--- src/rtl/refsel_pkg.sv ---
package refsel_pkg;

  typedef enum logic [1:0] {
    PICK_HOLD = 2'b00,
    PICK_A    = 2'b01,
    PICK_B    = 2'b10
  } pick_t;

  localparam logic [1:0] MODE_MANUAL = 2'b00;
  localparam logic [1:0] MODE_STICKY = 2'b01;

  // Validation window length in clock edges
  function automatic int unsigned qual_len(input int unsigned unit, input logic [1:0] vt);
    return unit << (2 * vt);
  endfunction

  function automatic pick_t manual_pick(input logic [1:0] code);
    case (code)
      2'b01:   return PICK_A;
      2'b10:   return PICK_B;
      default: return PICK_HOLD;
    endcase
  endfunction

  // Priority choice among usable inputs; sticky keeps a still-usable current input
  function automatic pick_t auto_pick(input logic [1:0] ok, input logic swap,
                                      input pick_t cur, input logic sticky);
    pick_t pref;
    pick_t alt;
    logic  ok_pref;
    logic  ok_alt;
    pref    = swap ? PICK_B : PICK_A;
    alt     = swap ? PICK_A : PICK_B;
    ok_pref = swap ? ok[1] : ok[0];
    ok_alt  = swap ? ok[0] : ok[1];
    if (sticky && cur == PICK_A && ok[0]) return PICK_A;
    if (sticky && cur == PICK_B && ok[1]) return PICK_B;
    if (ok_pref) return pref;
    if (ok_alt)  return alt;
    return PICK_HOLD;
  endfunction

endpackage

--- src/rtl/refsel_qual.sv ---
module refsel_qual #(
  parameter int unsigned VAL_UNIT = 256,
  parameter int unsigned CNT_W    = 15
) (
  input  logic       clk,
  input  logic       rst_n,
  input  logic       bad,
  input  logic [1:0] vt,
  output logic       ok
);
  import refsel_pkg::*;

  logic [CNT_W-1:0] run_cnt;
  logic [CNT_W-1:0] last_idx;

  assign last_idx = CNT_W'(qual_len(VAL_UNIT, vt) - 1);

  always_ff @(posedge clk) begin
    if (!rst_n) begin
      run_cnt <= '0;
      ok      <= 1'b0;
    end else if (bad) begin
      run_cnt <= '0;
      ok      <= 1'b0;
    end else if (!ok) begin
      if (run_cnt >= last_idx) ok <= 1'b1;
      else                     run_cnt <= run_cnt + 1'b1;
    end
  end
endmodule

--- src/rtl/refsel_arb.sv ---
module refsel_arb (
  input  logic                 clk,
  input  logic                 rst_n,
  input  logic [1:0]           ok,
  input  logic [1:0]           mode,
  input  logic [1:0]           man_sel,
  input  logic                 prio_swap,
  output refsel_pkg::pick_t    pick,
  output logic                 chg
);
  import refsel_pkg::*;

  pick_t nxt;

  always_comb begin
    if (mode == MODE_MANUAL) nxt = manual_pick(man_sel);
    else                     nxt = auto_pick(ok, prio_swap, pick, mode == MODE_STICKY);
  end

  always_ff @(posedge clk) begin
    if (!rst_n) begin
      pick <= PICK_HOLD;
      chg  <= 1'b0;
    end else begin
      pick <= nxt;
      chg  <= (nxt != pick);
    end
  end
endmodule

--- src/rtl/refsel.sv ---
module refsel #(
  parameter int unsigned VAL_UNIT = 256
) (
  input  logic       clk,
  input  logic       rst_n,
  input  logic [1:0] ref_los,
  input  logic [1:0] ref_fos,
  input  logic [1:0] mode,
  input  logic [1:0] man_sel,
  input  logic       prio_swap,
  input  logic [1:0] val_time,
  output logic [1:0] active,
  output logic       holdover,
  output logic [1:0] sel_report,
  output logic       sel_changed
);
  import refsel_pkg::*;

  localparam int unsigned NUM_REF = 2;
  localparam int unsigned MAX_LEN = VAL_UNIT * 64;
  localparam int unsigned CNT_W   = $clog2(MAX_LEN + 1);

  logic [NUM_REF-1:0] ref_bad;
  logic [NUM_REF-1:0] ref_ok;
  pick_t              pick;

  for (genvar i = 0; i < NUM_REF; i++) begin : g_qual
    assign ref_bad[i] = ref_los[i] | ref_fos[i];
    refsel_qual #(.VAL_UNIT(VAL_UNIT), .CNT_W(CNT_W)) u_qual (
      .clk  (clk),
      .rst_n(rst_n),
      .bad  (ref_bad[i]),
      .vt   (val_time),
      .ok   (ref_ok[i])
    );
  end

  refsel_arb u_arb (
    .clk      (clk),
    .rst_n    (rst_n),
    .ok       (ref_ok),
    .mode     (mode),
    .man_sel  (man_sel),
    .prio_swap(prio_swap),
    .pick     (pick),
    .chg      (sel_changed)
  );

  assign active     = pick;
  assign holdover   = (pick == PICK_HOLD);
  assign sel_report = (mode == MODE_MANUAL) ? 2'b00 : pick;
endmodule

--- config.mk ---
export PLATFORM = sky130hd
export DESIGN_NAME = refsel
export DESIGN_NICKNAME = d
export VERILOG_FILES = /design/src/rtl/refsel_pkg.sv /design/src/rtl/refsel_qual.sv /design/src/rtl/refsel_arb.sv /design/src/rtl/refsel.sv
export SDC_FILE = /design/constraint.sdc
export NUM_CORES = 1
export LEC_CHECK = 0
export BUFFER_PORTS_ARGS = -buffer_cell sky130_fd_sc_hd__buf_2
export CORE_MARGIN = 1.5
export CORE_UTILIZATION = 55
export DETAILED_ROUTE_END_ITERATION = 7
export PLACE_DENSITY = 0.75
export SETUP_SLACK_MARGIN = 0.1
export SLEW_MARGIN = 20
export SYNTH_ARGS = -nofsm -noshare
export SYNTH_HDL_FRONTEND = slang
export SYNTH_SLANG_ARGS = --single-unit
--- constraint.sdc ---
create_clock -name clk -period 5.2 [get_ports clk]
set_input_delay 1.04 -clock clk [delete_from_list [all_inputs] [get_ports clk]]
set_output_delay 1.04 -clock clk [all_outputs]
set_load 0.05 [all_outputs]
==> flow_metrics.py, run 1 <==
metrics = {
    "cells_and_area": {
        "fin_nets": 281,
        "layout_commonest_cell": "dfxtp_1",
        "diodes": 0,
        "syn2layout_area_growth_pct": 10.4,
        "layout-drive-gt1-share_pct": 12.7,
        "final_cell_mix": "dfxtp_1, nand2_1, nor2_1",
        "fin_area_um2": 2190,
    },
    "worst_setup_path": {
        "cp_slowest_cell": "or4_1",
        "crit_chain": "buf_2, inv_1, ha_1, a31o_2, a311o_1, a21o_1, or4_1, or4_1, a21oi_1",
        "endpoint_kind": "register",
        "timing.critical_path.mode_cell": "or4_1",
        "reg2reg_setup_slack_ps": 2330,
        "slowest_delay_ps": 650,
        "ff2ff_path_depth": 7,
        "worstReg2RegEnd": "g_qual[0].u_qual.run_cnt[13]",
        "arrival_ps": 3720,
        "crit_family": "simple AND/OR/NAND/NOR gates",
        "required_ps": 5470,
        "r2r-start": "g_qual[0].u_qual.run_cnt[10]",
        "worstSetupPathType": "primary input to register",
        "crit_buf_inv": 2,
        "crit_fanout": 10,
        "start_kind": "primary input",
    },
    "power": {
        "comb_power_share_pct": 6.0,
        "swShare_pct": 22.2,
        "power.internal_w": 0.000394,
        "power.density_nw_per_um2": 232,
        "report.power.total_w": 0.000507,
        "p_sw_w": 0.000113,
        "clock_power_share_pct": 40.5,
        "power_leakage_nw": 0.801,
        "power_frac_seq_pct": 53.5,
        "ir_worst_vdd_uv": 152,
    },
    "synth": {
        "synth_cell_types": 49,
        "yosys.area.top_type": "dfxtp_1",
        "synth_ff_type": "dfxtp_1",
        "yosys.area_share.simple_pct": 29.6,
        "synth_edf_count": 0,
        "syn_area_um2": 1980,
        "synth_top_family_by_area": "simple AND/OR/NAND/NOR gates",
        "ys_seq_elements": 35,
        "synthTopCellsByArea": "dfxtp_1, ha_1, xnor2_1",
        "yosysWarnings": 0,
        "synth_compound_area_share_pct": 17.4,
        "muxShareOfSynthArea_pct": 1.01,
        "synthAdderAreaFrac_pct": 7.33,
        "synth-xor-area-share_pct": 6.19,
        "postSynthCellCount": 239,
        "synthArstFlopShare_pct": 0,
        "syn_avg_cell_area_um2": 8.28,
        "ys_seq_area_share_pct": 35.4,
        "syn_nets": 262,
        "synth.top_cell.area_share_pct": 35.4,
    },
    "global_routing": {
        "grt_pass1_wl_um": 6950,
        "track_usage_pct": 21.9,
        "antenna_found_initial": 0,
        "grt_max_degree": 15,
        "grt.overflow.total": 0,
        "first_global_vias": 1643,
    },
    "detailed_routing": {
        "dr.pass1.iters": 5,
        "top_layer_used": "met4",
        "post-route-drc-count": 0,
        "met2_wirelength_um": 1780,
        "wl_per_cell_um": 12.6,
        "detail-route-antenna-nets": 0,
        "met3_length_um": 234,
        "vias": 1792,
        "routed_via_density": 5.88,
        "routed_wl_um": 3850,
        "drt_iter0_markers": 82,
        "wl_met1_um": 1780,
    },
    "run_status": {
        "status": "complete, no violations",
    },
    "clock_network": {
        "cts_tree": "done",
        "clk_pin_slew_worst_paths_ps": 120,
        "cts_buffer_depth": 2,
        "htree_levels": 2,
        "numClockSinks": 35,
        "cts_hold_buf": 0,
        "cts_made_buffers": 5,
        "cts_resized": 0,
        "clockRootBuffer": "clkbuf_4",
        "post-cts-setup-buffers": 0,
        "insertion_delay_ps": 350,
    },
    "min_path": {
        "hp-class": "register to register",
        "min-delay-start": "g_qual[1].u_qual.run_cnt[4]",
        "holdPathEnd": "g_qual[1].u_qual.run_cnt[4]",
        "holdPathStages": 2,
    },
    "place": {
        "io_buffers": 18,
        "gp_congestion": 0.815,
        "place_area_um2": 2100,
        "hpwlAfterDp_um": 2850,
        "dp_slack_ps": 1420,
    },
    "timing": {
        "tns_ps": 0,
        "rsz0062_at_grt": "false",
        "finalSetupViolations": 0,
        "worst_pin_slew_ps": 534,
        "timing.slew.headroom_pct": 64.4,
        "layout_min_cycle_time_ps": 3450,
        "min_period_over_period_pct": 66.4,
        "hold-worst-slack_ps": 506,
        "max_freq_mhz": 290,
        "final-hold-violation-count": 0,
        "setup_ws_ps": 1750,
        "drv_slew": 0,
        "skew_ps": 22.5,
    },
    "floorplanning": {
        "core-area_um2": 3390,
        "start_util_pct": 58.4,
        "die_h_um": 63.0,
        "fp.dieArea_um2": 3970,
        "std_cell_rows": 21,
        "die_x_um": 63.0,
        "ioPinCount": 19,
    },
    "job": {
        "cap_violations": 0,
    },
}
==> logic make-up (layout without fill, tap and decap cells) <==
| family | count (synthesis) | in the layout |
|---|---|---|
| simple gates | 109 | 109 |
| compound gates | 53 | 53 |
| flops | 35 | 35 |
| xor+xnor | 14 | 14 |
| buf+inv | 14 | 34 |
| fa+ha+maj | 12 | 12 |
| mux | 2 | 2 |
==> layer usage <==
metal	up-vias	track usage (%)
li1	926	-
met1	819	27.1
met3	5	5.95
met4	0	8.33
met5	-	0
met2	42	36.0
==> worst max-delay path by stage <==
stage	from	to	slack [ps]	depth (start not counted)
after global routing	val_time[1]	g_qual[0].u_qual.run_cnt[13]	1540	9
after detailed placement	val_time[1]	g_qual[0].u_qual.run_cnt[13]	1420	9
after global placement	val_time[1]	g_qual[0].u_qual.run_cnt[13]	1460	9
after floorplan	val_time[1]	g_qual[0].u_qual.run_cnt[13]	1700	10
final	val_time[1]	g_qual[0].u_qual.run_cnt[13]	1750	9
after CTS	val_time[1]	g_qual[0].u_qual.run_cnt[13]	1770	9
==> synthesized netlist by cell type, types with 2 or more instances <==
library cell and n:
maj3_1 2, nand4_1 3, dfxtp_1 35, nor4_1 6
a31oi_1 2, nor4b_1 2, inv_1 7, and2_1 5
nor2b_1 3, o21a_1 3, ha_1 10, nor3_1 5
nand3_1 12, a21oi_1 13, clkbuf_1 5, mux2i_1 2
and3_1 3, or4_1 5, o31ai_1 3, o21ai_0 14
or3_1 11, xnor2_1 10, o211ai_1 5, nand2_1 21
and4_1 3, xor2_1 4, nor2_1 21, nor3b_1 2
a31o_2 2
==> area by class of cell <==
cell class | count | area (um^2)
inverter | 7 | 26.3
clock buffer | 6 | 51.3
tap | 46 | 57.6
clock inverter | 2 | 35.0
fill | 290 | 1200
sequential | 35 | 701
multi-input combinational | 190 | 1220
timing repair buffer | 19 | 97.6
==> per-stage QoR <==
stage                     util, %  instances
final                        64.5        305
after global routing         64.5        305
after CTS                    64.5        305
after detailed placement     61.9        297
after global placement       61.9        297
after floorplan                 -        239
==> worst reg2reg max path, delay by kind of cell, from the launching register on <==
family	cells	cell delay, ps
compound gates	4	920
fa+ha+maj	1	300
flops	1	430
simple gates	2	1160
==> registers in the layout (all words and copies together) (netlist names) <==
register	cells
g_qual.u_qual.ok	2
g_qual.u_qual.run_cnt	30
u_arb.chg	1
u_arb.pick	2
==> power by group through the flow <==
stage                     sequential, W  clock [W]  combinational, W
after CTS                      0.000271   0.000209         0.0000308
final                          0.000271   0.000205         0.0000305
after floorplan                0.000279          0         0.0000172
after detailed placement       0.000277          0         0.0000306
after global placement         0.000277          0         0.0000304
after global routing           0.000271   0.000222         0.0000342
Power figures use the tool's default switching activity.
==> run 2: changes to the inputs <==
--- a/config.mk
+++ b/config.mk
@@ -7,7 +7,7 @@
 export LEC_CHECK = 0
 export BUFFER_PORTS_ARGS = -buffer_cell sky130_fd_sc_hd__buf_2
 export CORE_MARGIN = 1.5
-export CORE_UTILIZATION = 55
+export CORE_UTILIZATION = 53
 export DETAILED_ROUTE_END_ITERATION = 7
 export PLACE_DENSITY = 0.75
 export SETUP_SLACK_MARGIN = 0.1
==> constraint.sdc (replaced) <==
create_clock -name clk -period 3.1 [get_ports clk]
set_input_delay 0.62 -clock clk [delete_from_list [all_inputs] [get_ports clk]]
set_output_delay 0.62 -clock clk [all_outputs]
set_load 0.05 [all_outputs]
==> flow_metrics.py, run 2 (same netlist as run 1, synthesis figures left out) <==
metrics = {
    "floorplanning": {
        "start_util_pct": 54.5,
        "core-area_um2": 3630,
        "std_cell_rows": 22,
        "die_h_um": 64.1,
        "fp.dieArea_um2": 4110,
        "ioPinCount": 19,
        "die_x_um": 64.1,
    },
    "detailed_routing": {
        "wl_per_cell_um": 12.9,
        "routed_via_density": 5.67,
        "detail-route-antenna-nets": 0,
        "drt_iter0_markers": 98,
        "post-route-drc-count": 0,
        "routed_wl_um": 4020,
        "vias": 1770,
        "dr.pass1.iters": 4,
    },
    "cells_and_area": {
        "final_util_pct": 62.5,
        "diodes": 0,
        "largest_reg_flops": 30,
        "final_cell_mix": "dfxtp_1, nor2_1, nand2_1",
        "fin_nets": 287,
        "top_regs": "g_qual.u_qual.run_cnt (30), g_qual.u_qual.ok (2), u_arb.pick (2)",
        "layout-drive-gt1-share_pct": 16.3,
        "fin_area_um2": 2270,
        "syn2layout_area_growth_pct": 14.7,
        "layout_commonest_cell": "dfxtp_1",
        "regMostFlops": "g_qual.u_qual.run_cnt",
    },
    "power": {
        "power_leakage_nw": 0.825,
        "ir_worst_vdd_uv": 235,
        "power.density_nw_per_um2": 371,
    },
    "worst_setup_path": {
        "crit_chain": "buf_2, clkinvlp_4, ha_4, a31o_2, a311o_1, a21o_1, or4_4, or4_1, a21oi_1",
        "required_ps": 3310,
        "cp_slowest_cell": "or4_4",
        "endpoint_kind": "register",
        "crit_fanout": 5,
        "crit_family": "simple AND/OR/NAND/NOR gates",
        "arrival_ps": 2980,
        "start_kind": "primary input",
        "crit_buf_inv": 2,
        "worstSetupPathType": "primary input to register",
        "slowest_delay_ps": 530,
    },
    "timing": {
        "skew_ps": 4.86,
        "setup_ws_ps": 334,
        "tns_ps": 0,
        "hold-worst-slack_ps": 497,
        "timing.slew.headroom_pct": 62.6,
        "worst_pin_slew_ps": 562,
        "rsz0062_at_grt": "false",
        "min_period_over_period_pct": 89.2,
        "drv_slew": 0,
        "final-hold-violation-count": 0,
        "layout_min_cycle_time_ps": 2770,
        "max_freq_mhz": 361,
        "finalSetupViolations": 0,
    },
    "place": {
        "hpwlAfterDp_um": 2930,
        "place_area_um2": 2180,
        "gp_congestion": 0.860,
        "io_buffers": 18,
        "dp_slack_ps": 46.9,
    },
    "global_routing": {
        "first_global_vias": 1651,
        "antenna_found_initial": 0,
        "grt.overflow.total": 0,
        "track_usage_pct": 21.8,
        "grt_max_degree": 15,
        "grt_pass1_wl_um": 7090,
    },
    "run_status": {
        "status": "complete, no violations",
    },
    "clock_network": {
        "cts_hold_buf": 0,
        "cts_tree": "done",
        "cts_made_buffers": 5,
        "cts_resized": 0,
        "post-cts-setup-buffers": 0,
        "numClockSinks": 35,
        "clk_pin_slew_worst_paths_ps": 70,
        "cts_buffer_depth": 2,
        "insertion_delay_ps": 290,
        "htree_levels": 2,
        "clockRootBuffer": "clkbuf_8",
    },
    "job": {
        "cap_violations": 0,
    },
    "min_path": {
        "hp-class": "register to register",
    },
}
run 2: worst paths after layout:
kind                                      from                      endpoint  slack (ps)  cells past startpoint
hold reg to reg    g_qual[1].u_qual.run_cnt[4]   g_qual[1].u_qual.run_cnt[4]         500                      2
hold / removal     g_qual[1].u_qual.run_cnt[4]   g_qual[1].u_qual.run_cnt[4]         500                      2
setup reg to reg  g_qual[0].u_qual.run_cnt[10]  g_qual[0].u_qual.run_cnt[13]         490                      7
setup / recovery                   val_time[1]  g_qual[0].u_qual.run_cnt[13]         330                      9
run 2: stage by stage:
| step | power (W) | std cells |
|---|---|---|
| 3_5_place_dp | 0.000523 | 305 |
| 6_report | 0.000842 | 312 |
| 3_3_place_gp | 0.000521 | 305 |
| 5_1_grt | 0.000883 | 312 |
| 2_1_floorplan | 0.000499 | 239 |
| 4_1_cts | 0.000854 | 312 |
run 2: cell type report:
type	instances	area, um^2
inverter	7	30.0
timing repair buffer	25	143
tap	48	60.1
multi-input combinational	190	1250
clock inverter	1	5.00
fill	330	1360
sequential	35	701
clock buffer	6	82.6
run 2: where the power goes:
part | internal (W) | total, W | switching, W
sequential | 0.000452 | 0.000455 | 0.00000251
combinational | 0.0000222 | 0.0000579 | 0.0000357
clock | 0.000174 | 0.000330 | 0.000156
total | 0.000648 | 0.000842 | 0.000194
run 2: routing by layer:
layer  wire, um  vias up  track usage, %  part of all wire, %
met4         80        0            10.4                  2.0
li1           -      925               -                    -
met2       1810       24            34.6                   45
met5          0        -               0                    0
met1       1980      814            27.9                   49
met3        149        7            5.11                  3.7
run 2: worst reg2reg max path, delay by kind of cell (launching register included):
kind	cells	cell delay, ps
and+or+nand+nor	2	1000
AOI/OAI and AO/OA	4	790
DFF	1	480
adders and majority gates	1	260
==> run 3: changes to the inputs <==
--- a/config.mk
+++ b/config.mk
@@ -5,11 +5,12 @@
 export SDC_FILE = /design/constraint.sdc
 export NUM_CORES = 1
 export LEC_CHECK = 0
-export BUFFER_PORTS_ARGS = -buffer_cell sky130_fd_sc_hd__buf_2
+export BUFFER_PORTS_ARGS = -buffer_cell sky130_fd_sc_hd__buf_4
 export CORE_MARGIN = 1.5
 export CORE_UTILIZATION = 53
 export DETAILED_ROUTE_END_ITERATION = 7
 export PLACE_DENSITY = 0.75
+export REMOVE_ABC_BUFFERS = 1
 export SETUP_SLACK_MARGIN = 0.1
 export SLEW_MARGIN = 20
 export SYNTH_ARGS = -nofsm -noshare
==> flow_metrics.py, run 3 (same netlist as run 1, synthesis figures left out) <==
metrics = {
    "timing": {
        "skew_ps": 6.70,
        "timing.slew.headroom_pct": 69.5,
        "setup_ws_ps": 268,
        "worst_pin_slew_ps": 457,
        "drv_slew": 0,
        "min_period_over_period_pct": 91.4,
        "finalSetupViolations": 0,
        "rsz0062_at_grt": "false",
        "layout_min_cycle_time_ps": 2830,
        "max_freq_mhz": 353,
        "final-hold-violation-count": 0,
    },
    "cells_and_area": {
        "largest_reg_flops": 30,
        "layout-drive-gt1-share_pct": 14.0,
        "fill_cells": 329,
        "multi_input_comb_area_um2": 1220,
        "regMostFlops": "g_qual.u_qual.run_cnt",
        "final_cell_mix": "dfxtp_1, buf_4, nand2_1, nor2_1, o21ai_0",
        "diodes": 0,
        "syn2layout_area_growth_pct": 14.9,
        "layout_commonest_cell": "dfxtp_1",
        "regArea_um2": 701,
        "final_util_pct": 62.6,
        "top_regs": "g_qual.u_qual.run_cnt (30), g_qual.u_qual.ok (2), u_arb.pick (2)",
        "fin_nets": 287,
    },
    "floorplanning": {
        "die_x_um": 64.1,
        "die_h_um": 64.1,
        "fp.dieArea_um2": 4110,
        "std_cell_rows": 22,
        "start_util_pct": 54.5,
        "core-area_um2": 3630,
        "ioPinCount": 19,
    },
    "worst_setup_path": {
        "worstReg2RegEnd": "g_qual[0].u_qual.run_cnt[13]",
        "timing.critical_path.mode_cell": "or4_1",
        "required_ps": 3310,
        "worstSetupPathType": "primary input to register",
        "ff2ff_path_depth": 7,
        "r2r-start": "g_qual[0].u_qual.run_cnt[10]",
        "slowest_delay_ps": 530,
        "endpoint_kind": "register",
        "crit_buf_inv": 2,
        "crit_chain": "buf_4, inv_1, ha_1, a31o_2, a311o_1, a21o_1, or4_1, or4_1, a21oi_1",
        "reg2reg_setup_slack_ps": 380,
        "crit_family": "simple AND/OR/NAND/NOR gates",
        "cp_slowest_cell": "or4_1",
        "cp-startpoint": "val_time[1]",
        "crit_end": "g_qual[0].u_qual.run_cnt[13]",
        "start_kind": "primary input",
        "cp.depth": 9,
        "crit_fanout": 8,
        "arrival_ps": 3040,
    },
    "clock_network": {
        "clockRootBuffer": "clkbuf_8",
        "clk_pin_slew_worst_paths_ps": 70,
        "cts_resized": 0,
        "cts_tree": "done",
        "cts_buffer_depth": 2,
        "htree_levels": 2,
        "cts_made_buffers": 5,
        "cts_hold_buf": 0,
        "numClockSinks": 35,
        "post-cts-setup-buffers": 0,
        "insertion_delay_ps": 290,
    },
    "global_routing": {
        "grt.overflow.total": 0,
        "antenna_found_initial": 0,
        "track_usage_pct": 22.7,
        "grt_pass1_wl_um": 7440,
        "grt_max_degree": 14,
        "first_global_vias": 1731,
    },
    "detailed_routing": {
        "routed_via_density": 5.84,
        "vias": 1829,
        "dr.pass1.iters": 6,
        "wl_per_cell_um": 13.2,
        "detail-route-antenna-nets": 0,
        "post-route-drc-count": 0,
        "drt_iter0_markers": 138,
        "routed_wl_um": 4150,
    },
    "power": {
        "power_leakage_nw": 0.835,
        "power.density_nw_per_um2": 366,
        "ir_worst_vdd_uv": 242,
    },
    "run_status": {
        "status": "complete, no violations",
    },
    "place": {
        "gp_congestion": 0.844,
        "dp_slack_ps": -8.57,
        "hpwlAfterDp_um": 3040,
        "io_buffers": 18,
    },
    "job": {
        "cap_violations": 0,
    },
    "min_path": {
        "hp-class": "register to register",
    },
}
## run 3: cell count changes in the layout (fill, tap and decap cells not counted)
cell / change
buf_4: +18
or4_1: +1
ha_4: -2
ha_1: +2
or4_4: -1
clkinvlp_4: -1
nand2_2: -1
clkbuf_8: -1
inv_1: +1
nand2_1: +1
clkbuf_1: +2
buf_2: -18
## run 3: worst min-delay path by stage
stage | startpoint | end | slack, ps | depth (start not counted)
finish | g_qual[1].u_qual.run_cnt[4] | g_qual[1].u_qual.run_cnt[4] | 500 | 2
global placement | g_qual[1].u_qual.run_cnt[4] | g_qual[1].u_qual.run_cnt[4] | 480 | 2
detailed placement | g_qual[1].u_qual.run_cnt[4] | g_qual[1].u_qual.run_cnt[4] | 490 | 2
CTS | g_qual[1].u_qual.run_cnt[4] | g_qual[1].u_qual.run_cnt[4] | 500 | 2
global route | g_qual[1].u_qual.run_cnt[1] | g_qual[1].u_qual.run_cnt[1] | 530 | 2
floorplan | g_qual[1].u_qual.run_cnt[14] | g_qual[1].u_qual.run_cnt[14] | 440 | 2
## run 3: tightest hold or removal path, delay by kind of cell (launching register included)
family,cells,cell delay (ps)
compound gates,2,130
flops,1,320
## run 3: final cells by class
type                       instances  share of cell area [%]
multi-input combinational        190                    53.5
sequential                        35                    30.8
timing repair buffer              25                    8.26
clock buffer                       7                    3.36
tap                               48                    2.64
inverter                           7                    1.16
clock inverter                     1                   0.220
## run 3: through the flow
step           instance area (um^2)  instances  power [W]  hold WS, ps  setup TNS (ps)
3_3_place_gp                   2190        305   0.000523          476               0
4_1_cts                        2270        313   0.000840          502               0
3_5_place_dp                   2190        305   0.000524          492           -8.57
5_1_grt                        2270        313   0.000870          533               0
6_report                       2270        313   0.000833          500               0
2_1_floorplan                  1940        232   0.000496          443               0
## run 3: metal layers
layer	vias to the layer above	global-route usage (%)	part of all wire, %
met1	858	28.5	47
met4	0	6.91	1.2
met2	36	37.8	49
met3	6	6.34	3.6
met5	-	0	0
li1	929	-	-
## run 3: where the power goes
part	internal, W	switching (W)
clock	0.000158	0.000161
sequential	0.000452	0.00000266
combinational	0.0000256	0.0000340
total	0.000635	0.000198
